$ cat config.mk
export PLATFORM = sky130hd
export DESIGN_NAME = edge_irq_bank
export DESIGN_NICKNAME = d
export VERILOG_FILES = /design/src/rtl/eib_pkg.sv /design/src/rtl/eib_edge_detect.sv /design/src/rtl/eib_req_latch.sv /design/src/rtl/eib_bus_regs.sv /design/src/rtl/edge_irq_bank.sv
export SDC_FILE = /design/constraint.sdc
export NUM_CORES = 1
export LEC_CHECK = 0
export ABC_AREA = 0
export CORE_MARGIN = 2
export CORE_UTILIZATION = 59
export DETAILED_ROUTE_END_ITERATION = 8
export GPL_TIMING_DRIVEN = 0
export PLACE_DENSITY = 0.95
export SYNTH_ARGS = -nofsm -noshare
export SYNTH_HDL_FRONTEND = slang
export SYNTH_SLANG_ARGS = --single-unit
export TNS_END_PERCENT = 5
$ cat constraint.sdc
create_clock -name clk -period 3.3 [get_ports clk]
set_input_delay 0.495 -clock clk [delete_from_list [all_inputs] [get_ports clk]]
set_output_delay 0.495 -clock clk [all_outputs]
set_load 0.005 [all_outputs]
$ cat src/rtl/eib_pkg.sv
package eib_pkg;
   localparam int REG_IDX_W = 3;

   typedef enum logic [REG_IDX_W-1:0] {
      REG_EDGE_SEL = 3'd0,
      REG_MASK     = 3'd1,
      REG_REQUEST  = 3'd2,
      REG_PENDING  = 3'd3,
      REG_ACK      = 3'd4
   } eib_reg_e;

   function automatic int words_for(input int lines, input int bus_w);
      return (lines + bus_w - 1) / bus_w;
   endfunction

   function automatic int sel_width(input int words);
      return (words > 1) ? $clog2(words) : 1;
   endfunction
endpackage

$ cat src/rtl/eib_edge_detect.sv
module eib_edge_detect #(
   parameter int NUM_LINES = 24
) (
   input  logic                 clk,
   input  logic                 rst_n,
   input  logic [NUM_LINES-1:0] lines_in,
   input  logic [NUM_LINES-1:0] edge_sel,
   output logic [NUM_LINES-1:0] edge_vec
);
   logic [NUM_LINES-1:0] prev_q;

   always_ff @(posedge clk or negedge rst_n) begin
      if (!rst_n) prev_q <= '0;
      else        prev_q <= lines_in;
   end

   for (genvar i = 0; i < NUM_LINES; i++) begin : g_line
      logic rise, fall;
      assign rise = lines_in[i] & ~prev_q[i];
      assign fall = ~lines_in[i] & prev_q[i];
      assign edge_vec[i] = edge_sel[i] ? rise : fall;
   end

   // an event only where the sample really changed
   a_r7_edge_needs_change: assert property (@(posedge clk) disable iff (!rst_n)
      (edge_vec & ~(lines_in ^ prev_q)) == '0);
endmodule

$ cat src/rtl/eib_req_latch.sv
module eib_req_latch #(
   parameter int NUM_LINES = 24
) (
   input  logic                 clk,
   input  logic                 rst_n,
   input  logic [NUM_LINES-1:0] edge_vec,
   input  logic [NUM_LINES-1:0] ack_mask,
   output logic [NUM_LINES-1:0] req_q
);
   always_ff @(posedge clk or negedge rst_n) begin
      if (!rst_n) req_q <= '0;
      else        req_q <= (req_q & ~ack_mask) | edge_vec;
   end

   // a set request survives unless acknowledged
   a_r3_req_held: assert property (@(posedge clk) disable iff (!rst_n)
      rst_n |=> (($past(req_q) & ~$past(ack_mask)) & ~req_q) == '0);

   // acknowledged bits with no new edge are cleared
   a_r5_ack_clears: assert property (@(posedge clk) disable iff (!rst_n)
      ((ack_mask & ~edge_vec) != '0) |=> (req_q & $past(ack_mask & ~edge_vec)) == '0);

   // a fresh edge wins over a same-cycle acknowledge
   a_r6_edge_wins: assert property (@(posedge clk) disable iff (!rst_n)
      (edge_vec != '0) |=> (req_q & $past(edge_vec)) == $past(edge_vec));
endmodule

$ cat src/rtl/eib_bus_regs.sv
module eib_bus_regs
   import eib_pkg::*;
#(
   parameter int NUM_LINES = 24,
   parameter int BUS_W     = 16,
   localparam int WORDS    = words_for(NUM_LINES, BUS_W),
   localparam int WSEL_W   = sel_width(WORDS),
   localparam int ADDR_W   = REG_IDX_W + WSEL_W,
   localparam int LANES    = BUS_W / 8,
   localparam int PAD_W    = WORDS * BUS_W
) (
   input  logic                 clk,
   input  logic                 rst_n,
   input  logic                 bus_we,
   input  logic [ADDR_W-1:0]    bus_addr,
   input  logic [LANES-1:0]     bus_be,
   input  logic [BUS_W-1:0]     bus_wdata,
   input  logic [NUM_LINES-1:0] req_q,
   output logic [NUM_LINES-1:0] edge_sel_q,
   output logic [NUM_LINES-1:0] mask_q,
   output logic [NUM_LINES-1:0] ack_mask,
   output logic [BUS_W-1:0]     bus_rdata
);
   logic [REG_IDX_W-1:0] reg_idx;
   logic [WSEL_W-1:0]    word_sel;
   logic [NUM_LINES-1:0] wmask, wdata_rep;
   logic                 hit_edge, hit_mask, hit_ack;

   assign reg_idx  = bus_addr[ADDR_W-1 -: REG_IDX_W];
   assign word_sel = bus_addr[WSEL_W-1:0];

   for (genvar i = 0; i < NUM_LINES; i++) begin : g_wbit
      localparam int WI = i / BUS_W;
      localparam int BI = (i % BUS_W) / 8;
      assign wmask[i]     = bus_we && (word_sel == WSEL_W'(WI)) && bus_be[BI];
      assign wdata_rep[i] = bus_wdata[i % BUS_W];
   end

   assign hit_edge = (reg_idx == REG_EDGE_SEL);
   assign hit_mask = (reg_idx == REG_MASK);
   assign hit_ack  = (reg_idx == REG_ACK);

   assign ack_mask = hit_ack ? (wdata_rep & wmask) : '0;

   always_ff @(posedge clk or negedge rst_n) begin
      if (!rst_n) begin
         edge_sel_q <= '0;
         mask_q     <= '0;
      end else begin
         if (hit_edge) edge_sel_q <= (edge_sel_q & ~wmask) | (wdata_rep & wmask);
         if (hit_mask) mask_q     <= (mask_q & ~wmask) | (wdata_rep & wmask);
      end
   end

   logic [NUM_LINES-1:0] sel_vec;
   logic [PAD_W-1:0]     sel_pad;

   always_comb begin
      sel_vec = '0;
      if (reg_idx == REG_EDGE_SEL)     sel_vec = edge_sel_q;
      else if (reg_idx == REG_MASK)    sel_vec = mask_q;
      else if (reg_idx == REG_REQUEST) sel_vec = req_q;
      else if (reg_idx == REG_PENDING) sel_vec = req_q & mask_q;
      sel_pad   = PAD_W'(sel_vec);
      bus_rdata = '0;
      for (int w = 0; w < WORDS; w++) begin
         if (word_sel == WSEL_W'(w)) bus_rdata = sel_pad[w*BUS_W +: BUS_W];
      end
   end

   // bits outside the enabled lanes keep their value
   a_r9_lane_untouched: assert property (@(posedge clk) disable iff (!rst_n)
      (bus_we && hit_edge) |=> ((edge_sel_q ^ $past(edge_sel_q)) & ~$past(wmask)) == '0);

   // writes to read-only or unmapped indices leave control state alone
   a_r10_ro_write_ignored: assert property (@(posedge clk) disable iff (!rst_n)
      (bus_we && !hit_edge && !hit_mask) |=> ($stable(edge_sel_q) && $stable(mask_q)));
endmodule

$ cat src/rtl/edge_irq_bank.sv
module edge_irq_bank
   import eib_pkg::*;
#(
   parameter int NUM_LINES = 24,
   parameter int BUS_W     = 16,
   parameter bit IRQ_REG   = 1'b0,
   localparam int WORDS    = words_for(NUM_LINES, BUS_W),
   localparam int WSEL_W   = sel_width(WORDS),
   localparam int ADDR_W   = REG_IDX_W + WSEL_W,
   localparam int LANES    = BUS_W / 8
) (
   input  logic                 clk,
   input  logic                 rst_n,
   input  logic [NUM_LINES-1:0] lines_in,
   input  logic                 bus_we,
   input  logic [ADDR_W-1:0]    bus_addr,
   input  logic [LANES-1:0]     bus_be,
   input  logic [BUS_W-1:0]     bus_wdata,
   output logic [BUS_W-1:0]     bus_rdata,
   output logic                 irq
);
   if (BUS_W < 8 || (BUS_W % 8) != 0) begin : g_bad_bus
      $error("edge_irq_bank: BUS_W must be a positive multiple of 8");
   end
   if (NUM_LINES < 1) begin : g_bad_lines
      $error("edge_irq_bank: NUM_LINES must be at least 1");
   end

   logic [NUM_LINES-1:0] edge_vec, ack_mask, req_q, edge_sel_q, mask_q, pending;

   eib_edge_detect #(.NUM_LINES(NUM_LINES)) u_edge (
      .clk      (clk),
      .rst_n    (rst_n),
      .lines_in (lines_in),
      .edge_sel (edge_sel_q),
      .edge_vec (edge_vec)
   );

   eib_req_latch #(.NUM_LINES(NUM_LINES)) u_latch (
      .clk      (clk),
      .rst_n    (rst_n),
      .edge_vec (edge_vec),
      .ack_mask (ack_mask),
      .req_q    (req_q)
   );

   eib_bus_regs #(.NUM_LINES(NUM_LINES), .BUS_W(BUS_W)) u_regs (
      .clk        (clk),
      .rst_n      (rst_n),
      .bus_we     (bus_we),
      .bus_addr   (bus_addr),
      .bus_be     (bus_be),
      .bus_wdata  (bus_wdata),
      .req_q      (req_q),
      .edge_sel_q (edge_sel_q),
      .mask_q     (mask_q),
      .ack_mask   (ack_mask),
      .bus_rdata  (bus_rdata)
   );

   assign pending = req_q & mask_q;

   if (IRQ_REG) begin : g_irq_reg
      logic irq_q;
      always_ff @(posedge clk or negedge rst_n) begin
         if (!rst_n) irq_q <= 1'b0;
         else        irq_q <= |pending;
      end
      assign irq = irq_q;
      // a registered interrupt follows a request of the cycle before
      a_r4_irq_needs_req: assert property (@(posedge clk) disable iff (!rst_n)
         rst_n |=> (!irq || $past(req_q) != '0));
   end else begin : g_irq_comb
      assign irq = |pending;
      // no interrupt without a latched request
      a_r4_irq_needs_req: assert property (@(posedge clk) disable iff (!rst_n)
         irq |-> (req_q != '0));
   end
endmodule

[Word-level counts from Yosys, hierarchy flattened]
Index checks and enable logic that the tools add are counted.
Cells by class
  order comparisons: 0
  reduce and logical (&&, ||, !) cells: 7
  div/mod/pow operators: 0
  shifts and indexed selects: 0
  equality and inequality tests: 4
  mux-type cells: 30
  bitwise gates (word level): 107
  multipliers: 0
  add/sub/neg operators: 0
Operators with widths (count)
  AND 24 bit: 5
  2-to-1 mux 24 bit: 5
  bitwise OR 24 bit: 3
  inverter 1 bit: 49
  AND 1 bit: 48
  inverter 24 bit: 2
  2-to-1 mux 1 bit: 24
  OR reduction 24 bit: 1
  2-to-1 mux 16 bit: 1
  equality test 3 x 2 -> 1 bit (second input constant): 2
  logical AND 1 bit: 5
  equality test 3 x 1 -> 1 bit (second input constant): 1
  equality test 3 bit (second input constant): 1
  logical NOT 3 bit: 1
Storage, ports and cells
  RAM bits: 0
  bits in registers: 96
  bits of input ports: 49
  memories kept: 0
  bits in latches: 0
  output and inout bits: 17
  memory bits (read-only): 0
  logic and storage cells: 152

[Depth between registers and ports, before layout]
  word-level depth: 8
  gate-level depth with buffers: 5
  mapped depth without buffers: 3

[By module]
From an unflattened synthesis, not the netlist that was laid out.
Unflattened totals
  cells, all modules: 406
  area total of the unflattened synthesis: 4794.6 sq um
By module, submodules not included
  eib_bus_regs: area an instance 2666.3 sq um, instances 1, seq. area each 1201.2 sq um, cells each 222
  eib_edge_detect: area an instance 1137.3 sq um, instances 1, seq. area each 600.6 sq um, cells each 96
  eib_req_latch: area an instance 870.8 sq um, instances 1, seq. area each 600.6 sq um, cells each 72
  edge_irq_bank: area an instance 120.1 sq um, instances 1, seq. area each 0.0 sq um, cells each 16

[Worst setup path before layout]
OpenSTA, ideal clock, no wires.
  path kind: input to output
  start point: input port bus_addr[0]
  end point: output port bus_rdata[10]
  required time: 2805 ps
  arrival: 1525 ps
  cell stages on the path: 4
  path buffers: 2
  slack: 1280 ps
  cell sequence: buf_2 -> or2_2 -> clkbuf_1 -> a2111oi_0
On the way
  longest elaborated chain between the ends: 1
RTL lines
  start: declaration: RTL line edge_irq_bank.sv:16  | input logic [ADDR_W-1:0] bus_addr,
  2-to-1 mux 16 bit: RTL line eib_bus_regs.sv:67  | if (word_sel == WSEL_W'(w)) bus_rdata = sel_pad[w*BUS_W +: BUS_W];
  end: declaration: RTL line edge_irq_bank.sv:19  | output logic [BUS_W-1:0] bus_rdata,
No other way between the ends.

[Worst setup path after layout]
  start point: input port bus_addr[0]
  end point: output port bus_rdata[13]
The elaborated chain is that of the path after synthesis.

==> run summary <==
=================================================================================
Leading cell types by total area after synthesis                     dfrtp_1 (52%), mux2_2 (11%), a221o_1 (5.0%)
Unrepaired setup endpoints after global routing                              true
Starting utilization of the core area                                       0.603
Buffers added on ports                                                         64
Gp weighted congestion                                                      0.877
Critical path buffers and inverters                                             4
Antenna Violating Nets Remaining                                                0
Maximum fanout count along the critical path                                   10
Highest clock rate                                                      0.305 GHz
Mapped cell area                                                       4610 sq um
Mapped Nets                                                                   446
Post-Place Cells                                                              564
DRC viols                                                                       0
Number of inserted filler cells in the final layout                           473
Clock tree from TritonCTS                                                   built
Mean instance size in the synthesized netlist                          11.6 sq um
Fraction of registers with async set or reset after synthesis                1.00
Top cells by count, synth                                            dfrtp_1 (96), mux2_2 (45), nor2_1 (42)
Number of nets in the layout                                                  522
Standard-cell rows                                                             32
Slew HR                                                                     0.577
Min Hold Slack                                                           0.101 ns
Number of non-filler instances in the completed layout                        580
Post-placement setup slack                                             -0.0915 ns
Share of post-route cells with drive strength above 1                       0.176
Reg-to-reg critical path endpoint                                    u_latch.req_q[10]
GRT overflow                                                                    0
Ys flop type                                                              dfrtp_1
Peak supply drop                                                         0.236 mV
Number of H-tree branching levels                                               3
Measured slew at the worst slew-check pin                                0.634 ns
Area Growth Syn to Fin                                                      21.4%
Via count of the first global-routing pass                                   3902
DRT Pass-1 Iters                                                                5
Antenna Diode Count                                                             0
Synth cell types                                                               35
R2R Setup Slk                                                             2.32 ns
CP top delay family                                                  buffers and inverters
Die Wd                                                                    92.4 um
Crit share post-route                                                       0.994
Crit Path Class                                                         in -> out
Sequential cell area fraction in the yosys report                           0.521
Number of cells on the worst reg-to-reg path                                    2
Maximum Capacitance Violations                                                  0
Static leakage                                                            2.40 nW
Maximum number of pins on one net before global-route repair                   55
Tightest Hold Check Type                                              in -> async
Run status                                                              completed
Post-route clock skew                                                  0.00635 ns
Global-route usage over all layers                                          0.296
Crit end category                                                    primary output
Final non-filler cell area                                             5600 sq um
Number of buffers on the longest clock path                                     2
Worst-path cell chain                                                clkdlybuf4s50_1 > buf_2 > or2_2 > clkbuf_1 > a2111oi_1 > clkdlybuf4s50_1
Number of register bits inferred by synthesis                                  96
Cell with the most instances after synthesis                              dfrtp_1
Overall power                                                             2.62 mW
Final worst setup slack                                                 0.0194 ns
Overall die area                                                       8530 sq um
Pins over their slew limit                                                      0
Post-CTS Setup Bufs                                                             0
Initial antenna violation count                                                 0
Hold buffer count at CTS                                                        0
Post-synth EDFFs                                                                0
Slowest cell delay on critical path                                       0.59 ns
Clock transition at the registers of the reported paths                   0.09 ns
Final count of hold timing violations                                           0
Fraction of post-synthesis cell area in the top cell type by area           0.521
Iteration-0 DRC Markers                                                       359
Number of failing setup endpoints in the final timing report                    0
Max stage delay cell, worst path                                     clkdlybuf4s50_1
Worst path most repeated cell                                        clkdlybuf4s50_1
Area of placed instances                                               5400 sq um
Root buffer selected by CTS                                              clkbuf_8
Number of clock sinks seen by CTS                                              96
Top cell type by total area after synthesis                               dfrtp_1
Arrival time worst endpoint                                               2.79 ns
Clock latency of the later-clocked register in the worst-skew pair        0.37 ns
Via count normalized by instance count                                       6.49
Number of synthesis warnings                                                    0
Total power per unit cell area                                        468 nW/um^2
Routed len/inst                                                           20.8 um
Clock buffers created by TritonCTS                                              9
Critical path required time                                               2.80 ns
Final core utilization                                                      0.732
Startpoint type of the worst setup path                                input port
Die span in y                                                             92.4 um
Detailed-route via count                                                     3766
Post-layout min period                                                    3.28 ns
Number of I/O pins                                                             66
First-pass GRT wire length                                               19300 um
Final HPWL from detailed placement                                        8350 um
Cell count after synthesis                                                    397
Total length of routed wires                                             12100 um
Final setup TNS                                                              0 ns
Area of the core                                                       7650 sq um
=================================================================================
## worst max path at each step
stage | slack (ns) | startpoint | end | depth (start not counted)
floorplan | 1.28 | bus_addr[0] | bus_rdata[10] | 4
global placement | -1.63 | rst_n | u_edge.prev_q[6] | 1
detailed placement | -0.09 | bus_addr[0] | bus_rdata[4] | 6
CTS | 0.005 | bus_addr[0] | bus_rdata[9] | 6
global route | -0.07 | bus_addr[0] | bus_rdata[13] | 6
finish | 0.02 | bus_addr[0] | bus_rdata[13] | 6
## routing by layer
metal  GRT usage  wire, um  up-vias
met5           0         0        -
li1            -         -     1635
met2       0.498      6060      238
met3      0.0700      1100       44
met4       0.126       392        0
met1       0.368      4500     1849
## placed cells by master, fill, tap and decap left out, types with 4 or more instances in the layout
cell / netlist / routed
nand2b_1: 8 / 8
nor2_1: 42 / 42
inv_1: 16 / 16
nand3_1: 24 / 24
a22oi_1: 12 / 12
o311ai_0: 8 / 8
a221o_1: 23 / 23
a221oi_1: 8 / 8
clkbuf_8: 0 / 9
nor3b_1: 7 / 7
nand2_1: 17 / 17
clkbuf_1: 10 / 10
mux2_2: 45 / 45
a211o_1: 9 / 9
nor2_8: 5 / 5
clkdlybuf4s50_1: 0 / 62
nor2b_1: 15 / 15
mux2i_1: 8 / 8
dfrtp_1: 96 / 96
buf_2: 4 / 4
nor3_1: 8 / 8
## layout make-up
| type | count | area [sq um] | share of cell area |
|---|---|---|---|
| repair buffers | 65 | 668 | 0.119 |
| clock inverters | 6 | 43.8 | 0.00783 |
| inverters | 16 | 60.1 | 0.0107 |
| flip-flops and latches | 96 | 2400 | 0.429 |
| well taps | 102 | 128 | 0.0228 |
| plain buffers | 20 | 115 | 0.0206 |
| clock buffers | 10 | 128 | 0.0228 |
| multi-input cells | 265 | 2050 | 0.367 |
## logic make-up after synthesis
family                 after synthesis  synth area share
AND/OR/NAND/NOR                    140             0.173
AO/OA/AOI/OAI                       69             0.134
multiplexers                        56             0.135
flip-flops                          96             0.521
buffers and inverters               36            0.0372
## what timing repair did
item,in CTS,in global routing
resized for setup,4,7
pin swaps,0,0
endpoints found under the setup margin,11,9
## report_power, final
group          switching, mW  leakage (nW)  total [mW]  internal (mW)
Combinational          0.218          1.20       0.477          0.259
Clock                  0.417        0.0870       0.695          0.278
Sequential             0.133          1.11        1.45           1.31
Total                  0.767          2.40        2.62           1.85
(Power assumes the default switching activity.)
